--- config.mk ---
export PLATFORM = sky130hd
export DESIGN_NAME = tlb_part_lock
export DESIGN_NICKNAME = d
export VERILOG_FILES = /design/src/rtl/tlb_part_lock.sv
export SDC_FILE = /design/constraint.sdc
export NUM_CORES = 2
export LEC_CHECK = 0
export ABC_AREA = 1
export ABC_CLOCK_PERIOD_IN_PS = 9700
export BUFFER_PORTS_ARGS = -buffer_cell sky130_fd_sc_hd__buf_2
export CAP_MARGIN = 10
export CORE_UTILIZATION = 60
export CTS_CLUSTER_DIAMETER = 80
export DETAILED_ROUTE_END_ITERATION = 8
export PLACE_DENSITY = 0.77
export SLEW_MARGIN = 10
export SYNTH_ARGS = -nofsm -noshare
export SYNTH_HDL_FRONTEND = slang
export SYNTH_SLANG_ARGS = --single-unit
--- constraint.sdc ---
create_clock -name clk -period 9.7 [get_ports clk]
set_input_delay 2.91 -clock clk [delete_from_list [all_inputs] [get_ports clk]]
set_output_delay 2.91 -clock clk [all_outputs]
set_load 0.005 [all_outputs]
--- src/rtl/tlb_part_lock.sv ---
module tlb_part_lock #(
  parameter int ENTRIES = 16,
  parameter int PARTS   = 4,
  parameter int VPN_W   = 20,
  parameter int PPN_W   = 20,
  parameter int PID_W   = 3,
  localparam int IDX_W  = $clog2(ENTRIES),
  localparam int CNT_W  = IDX_W + 1,
  localparam int PSEL_W = (PARTS > 1) ? $clog2(PARTS) : 1
) (
  input  logic              clk,
  input  logic              rst_n,
  input  logic              lkp_valid,
  input  logic [PID_W-1:0]  lkp_pid,
  input  logic [VPN_W-1:0]  lkp_vpn,
  input  logic              fill_valid,
  input  logic [PID_W-1:0]  fill_pid,
  input  logic [VPN_W-1:0]  fill_vpn,
  input  logic [PPN_W-1:0]  fill_ppn,
  input  logic              cfg_part_we,
  input  logic [PSEL_W-1:0] cfg_part_sel,
  input  logic [IDX_W-1:0]  cfg_base,
  input  logic [CNT_W-1:0]  cfg_size,
  input  logic              cfg_lock_we,
  input  logic [IDX_W-1:0]  cfg_lock_idx,
  input  logic              cfg_lock_set,
  output logic              rsp_valid,
  output logic              rsp_hit,
  output logic [IDX_W-1:0]  rsp_idx,
  output logic [PPN_W-1:0]  rsp_ppn,
  output logic              fill_done,
  output logic              fill_reject,
  output logic [IDX_W-1:0]  fill_idx
);

  localparam logic [PID_W:0] PARTS_L = (PID_W+1)'(PARTS);

  logic [ENTRIES-1:0] vld, lck;
  logic [VPN_W-1:0]   vpn_q [ENTRIES];
  logic [PPN_W-1:0]   ppn_q [ENTRIES];
  logic [IDX_W-1:0]   base_q [PARTS];
  logic [CNT_W-1:0]   size_q [PARTS];
  logic [ENTRIES-1:1] plru;

  logic [PARTS-1:0][ENTRIES-1:0] pm;
  logic [ENTRIES-1:0] lk_mask, fl_mask, match, cand, inv;
  logic [2*ENTRIES-1:1] sub;
  logic [IDX_W-1:0] hit_idx, inv_idx, lru_idx, victim;
  logic any_hit, can_fill, do_fill, do_touch;

  function automatic logic [IDX_W-1:0] lowest(input logic [ENTRIES-1:0] v);
    logic [IDX_W-1:0] r;
    r = '0;
    for (int e = ENTRIES-1; e >= 0; e--)
      if (v[e]) r = IDX_W'(e);
    return r;
  endfunction

  function automatic logic [ENTRIES-1:1] touch(input logic [ENTRIES-1:1] t,
                                               input logic [IDX_W-1:0]   e);
    int node;
    node = 1;
    for (int l = IDX_W-1; l >= 0; l--) begin
      t[node] = !e[l];
      node = 2*node + (e[l] ? 1 : 0);
    end
    return t;
  endfunction

  for (genvar p = 0; p < PARTS; p++) begin : g_part
    for (genvar e = 0; e < ENTRIES; e++) begin : g_ent
      assign pm[p][e] = (CNT_W'(e) >= {1'b0, base_q[p]}) &&
                        (CNT_W'(e) <  ({1'b0, base_q[p]} + size_q[p]));
    end
  end

  assign lk_mask = ({1'b0, lkp_pid}  < PARTS_L) ? pm[lkp_pid[PSEL_W-1:0]]  : '0;
  assign fl_mask = ({1'b0, fill_pid} < PARTS_L) ? pm[fill_pid[PSEL_W-1:0]] : '0;

  for (genvar e = 0; e < ENTRIES; e++) begin : g_cmp
    assign match[e] = vld[e] && lk_mask[e] && (vpn_q[e] == lkp_vpn);
  end

  assign any_hit = |match;
  assign hit_idx = lowest(match);
  assign cand    = fl_mask & ~lck;
  assign inv     = cand & ~vld;
  assign inv_idx = lowest(inv);
  assign can_fill = |cand;

  always_comb begin
    sub = '0;
    for (int e = 0; e < ENTRIES; e++) sub[ENTRIES+e] = cand[e];
    for (int n = ENTRIES-1; n >= 1; n--) sub[n] = sub[2*n] | sub[2*n+1];
  end

  always_comb begin
    int node;
    node = 1;
    for (int l = 0; l < IDX_W; l++) begin
      if (plru[node] ? sub[2*node+1] : !sub[2*node]) node = 2*node + 1;
      else                                          node = 2*node;
    end
    lru_idx = IDX_W'(node - ENTRIES);
  end

  assign victim   = (|inv) ? inv_idx : lru_idx;
  assign do_fill  = fill_valid && can_fill;
  assign do_touch = lkp_valid && !fill_valid && any_hit;

  always_ff @(posedge clk) begin
    if (!rst_n) begin
      vld         <= '0;
      lck         <= '0;
      plru        <= '0;
      rsp_valid   <= 1'b0;
      rsp_hit     <= 1'b0;
      rsp_idx     <= '0;
      rsp_ppn     <= '0;
      fill_done   <= 1'b0;
      fill_reject <= 1'b0;
      fill_idx    <= '0;
      for (int e = 0; e < ENTRIES; e++) begin
        vpn_q[e] <= '0;
        ppn_q[e] <= '0;
      end
      for (int p = 0; p < PARTS; p++) begin
        base_q[p] <= IDX_W'(p * (ENTRIES / PARTS));
        size_q[p] <= CNT_W'(ENTRIES / PARTS);
      end
    end else begin
      rsp_valid   <= lkp_valid && !fill_valid;
      rsp_hit     <= lkp_valid && !fill_valid && any_hit;
      rsp_idx     <= any_hit ? hit_idx : '0;
      rsp_ppn     <= any_hit ? ppn_q[hit_idx] : '0;
      fill_done   <= do_fill;
      fill_reject <= fill_valid && !can_fill;
      fill_idx    <= do_fill ? victim : '0;
      if (do_fill) begin
        vld[victim]   <= 1'b1;
        vpn_q[victim] <= fill_vpn;
        ppn_q[victim] <= fill_ppn;
        plru          <= touch(plru, victim);
      end else if (do_touch) begin
        plru <= touch(plru, hit_idx);
      end
      if (cfg_part_we) begin
        base_q[cfg_part_sel] <= cfg_base;
        size_q[cfg_part_sel] <= cfg_size;
      end
      if (cfg_lock_we) lck[cfg_lock_idx] <= cfg_lock_set;
    end
  end

endmodule


==> results.md <==
* Max_slew headroom at 13.1%
* Arr. time, crit path at 7.92 ns
* Share of cells above drive strength 1 at 9.04%
* Yosys reg bits at 755
* YS warnings at 0
* Slew @ Worst Pin at 1.30 ns
* RD Place Congestion at 1.03
* Final WS setup at 2.09 ns
* CTS Buf Count at 80
* Die area at 0.0700 mm²
* Synth Cell Area at 0.0413 mm²
* Tmin final at 7.61 ns
* Sequential fraction of the synthesis area at 52.9%
* Initial antenna violation count at 3
* Critical Path End Type: flip-flop
* Clk Latency, worst-skew pair at 0.66 ns
* Clock-pin slew on the worst setup and hold paths at 0.06 ns
* Max Cap Violations at 0
* Post-Place Worst Slack at 1.62 ns
* Final wirelength at 143000 µm
* Syn Area/Cell at 8.26 µm²
* DR iter-0 viols at 5295
* RSZ-0062 raised after global routing: no
* Post-CTS setup buffers at 0
* Total vias in the final route at 36848
* Die H at 265 µm
* I/O Buffers at 119
* Post-synth EDFFs at 676
* CTS resizes at 0
* Ys async rst share at 0%
* Setup violators final at 0
* Top_reg_cell synth: edfxtp_1
* CP Data Required Time at 10.01 ns
* Die Wd at 265 µm
* Synth Area in Simple Gates at 30.5%
* Final period util at 78.4%
* Final ANT Viol Nets at 0
* Core Region at 0.0676 mm²
* Post-route DRC violation count at 0
* Cells after Synth at 5004
* Complex-gate fraction of the synthesized area at 5.55%
* Syn Nets at 5112
* Most frequent cell after synthesis: nor2_1
* CTS Hold Buffers Added at 0
* Mux cell area share after synthesis at 0%
* Largest family of logic cells by synthesized area: simple AND/OR/NAND/NOR gates
* Adder-cell share of the synthesized area at 0.678%
* Largest net degree at the start of global routing at 215
* FF-to-FF Start: base_q[3][0]$_DFFE_PP_
* Startpoint Class: input port
* Outcome: finished clean
* I/O pins at 120
* Top cell type's share of synthesized area at 49.1%
* CTS tree: done
* Netlist cell types at 57
* DR WL/cell at 23.9 µm
* Max Freq at 0.131 GHz
* Crit Path Max Fanout at 43
* TNS Setup at 0 ns
* Placed cells at 5818
* VDD IR-drop max at 0.000157 V
* Most frequent cells after synthesis: nor2_1 (1083), nand2_1 (892), edfxtp_1 (676), inv_1 (621), nand3_1 (423)
* # rows at 95
* Worst setup startpoint: fill_pid[0]
* Synth top area cells: edfxtp_1 (49%), nor2_1 (9.8%), nand2_1 (8.1%)
* Util after Layout at 67.0%
* H-tree depth at 3
* Final hold viol count at 0
* Critical path class: input port to flip-flop
* Cell Pwr Density at 182 mW/mm²
* CTS Buffer Depth at 3
* Clock sink count at 755
* Dpl hpwl at 91300 µm
* DRT Pass-1 Iters at 6
* Hold Crit Start: lck[8]$_SDFFE_PN0P_
* Slew Viols, Final at 0
* Tightest Hold Check Type: flip-flop to flip-flop
* Clock root cell: clkbuf_16
* Syn-to-layout area delta at 9.65%
* Vias/cell at 6.18
* GRT Util Overall at 40.5%
* Layout Skew at 0.0273 ns
* Number of nets in the layout at 5135
* Initial Util at 61.1%
* Leakage power at 19.8 nW
* Worst-case hold slack at 0.486 ns
* Synth area leader: edfxtp_1
* Vias in the first global route at 33965
* Post-Layout Cell Count at 5964
* GRT overflow at 0
* Xor/xnor share of the synthesized area at 1.78%
* First-pass GRT wire length at 210000 µm
==> worst max-delay path: stages <==
cell	delay [ns]
buf_2	0.11
inv_1	0.76
nand4_1	0.25
nand3_1	0.21
nand3_1	0.21
nand2_1	0.20
nor2_2	0.07
o21ai_0	0.16
nand3_1	0.15
nand3_1	0.11
nand3_2	0.24
nand2_4	0.27
nand2_1	0.07
nand2_1	0.08
clkinv_1	0.06
nand2_1	0.05
nand3_1	0.07
nand3_1	0.14
nand3_4	0.12
nand2_4	0.29
nand3_4	0.08
buf_4	0.33
nand2_2	0.48
buf_4	0.42
==> path summary, 6_finish.rpt <==
kind	to	slack, ns	cells after the start
worst min-delay path	lck[8]$_SDFFE_PN0P_	0.49	2
worst min register to register	lck[8]$_SDFFE_PN0P_	0.49	2
worst max register to register	ppn_q[10][17]$_SDFFCE_PN0P_	3.26	31
worst max-delay path	ppn_q[10][17]$_SDFFCE_PN0P_	2.09	24
==> cells in the final DEF, fill, tap and decap left out, types with 75 or more instances in the layout <==
cell       Yosys  final
nor2_1      1083   1080
nand2_1      892    871
edfxtp_1     676    676
inv_1        621    621
nand3_1      423    417
o21ai_0      155    154
nand4_1      125    125
buf_2         66    119
clkbuf_16      0     80
dfxtp_1       79     79
buf_4         12     78
nand3b_1      77     77
or2_2         75     75
==> report_power, final <==
part	total [mW]	switching (mW)	internal [mW]
clock network	3.12	1.32	1.79
logic	1.26	0.933	0.331
registers	3.87	0.102	3.77
total	8.25	2.36	5.89
==> state kept, by name (all words and copies together), names as in the netlist, 15 cells and up <==
signal,count
size_q,20
vpn_q,320
vld,16
plru,15
base_q,16
lck,16
ppn_q,320
rsp_ppn,20
==> area by class of cell <==
class | instances | area, µm²
diodes | 1 | 2.50
clock buffers | 116 | 2260
clock inverters | 29 | 397
fillers | 5504 | 22300
inverters | 644 | 2420
multi-input cells | 3345 | 16000
flip-flops and latches | 755 | 21900
well taps | 873 | 1090
repair buffers | 201 | 1260
==> stage by stage <==
step	area (µm²)	power, mW
3_5_place_dp	42700	5.16
2_1_floorplan	41300	4.74
4_1_cts	45300	8.21
3_3_place_gp	42700	5.14
5_1_grt	45300	8.49
6_report	45300	8.25
==> kinds of logic after synthesis <==
kind of cell | after synthesis
XOR/XNOR | 84
flip-flops | 755
adder cells (fa/ha/maj) | 20
AND/OR/NAND/NOR | 2866
buffers and inverters | 904
AO/OA/AOI/OAI | 375
==> metal layers <==
| metal | global-route usage, % | vias up | share of wire, % | wire (µm) |
|---|---|---|---|---|
| li1 | - | 16597 | - | - |
| met1 | 55.8 | 17130 | 38 | 53800 |
| met2 | 62.0 | 2650 | 43 | 61600 |
| met3 | 8.13 | 469 | 14 | 19900 |
| met4 | 18.9 | 2 | 5.2 | 7360 |
| met5 | 0 | - | 0.0084 | 12 |
Power figures use the tool's default switching activity.
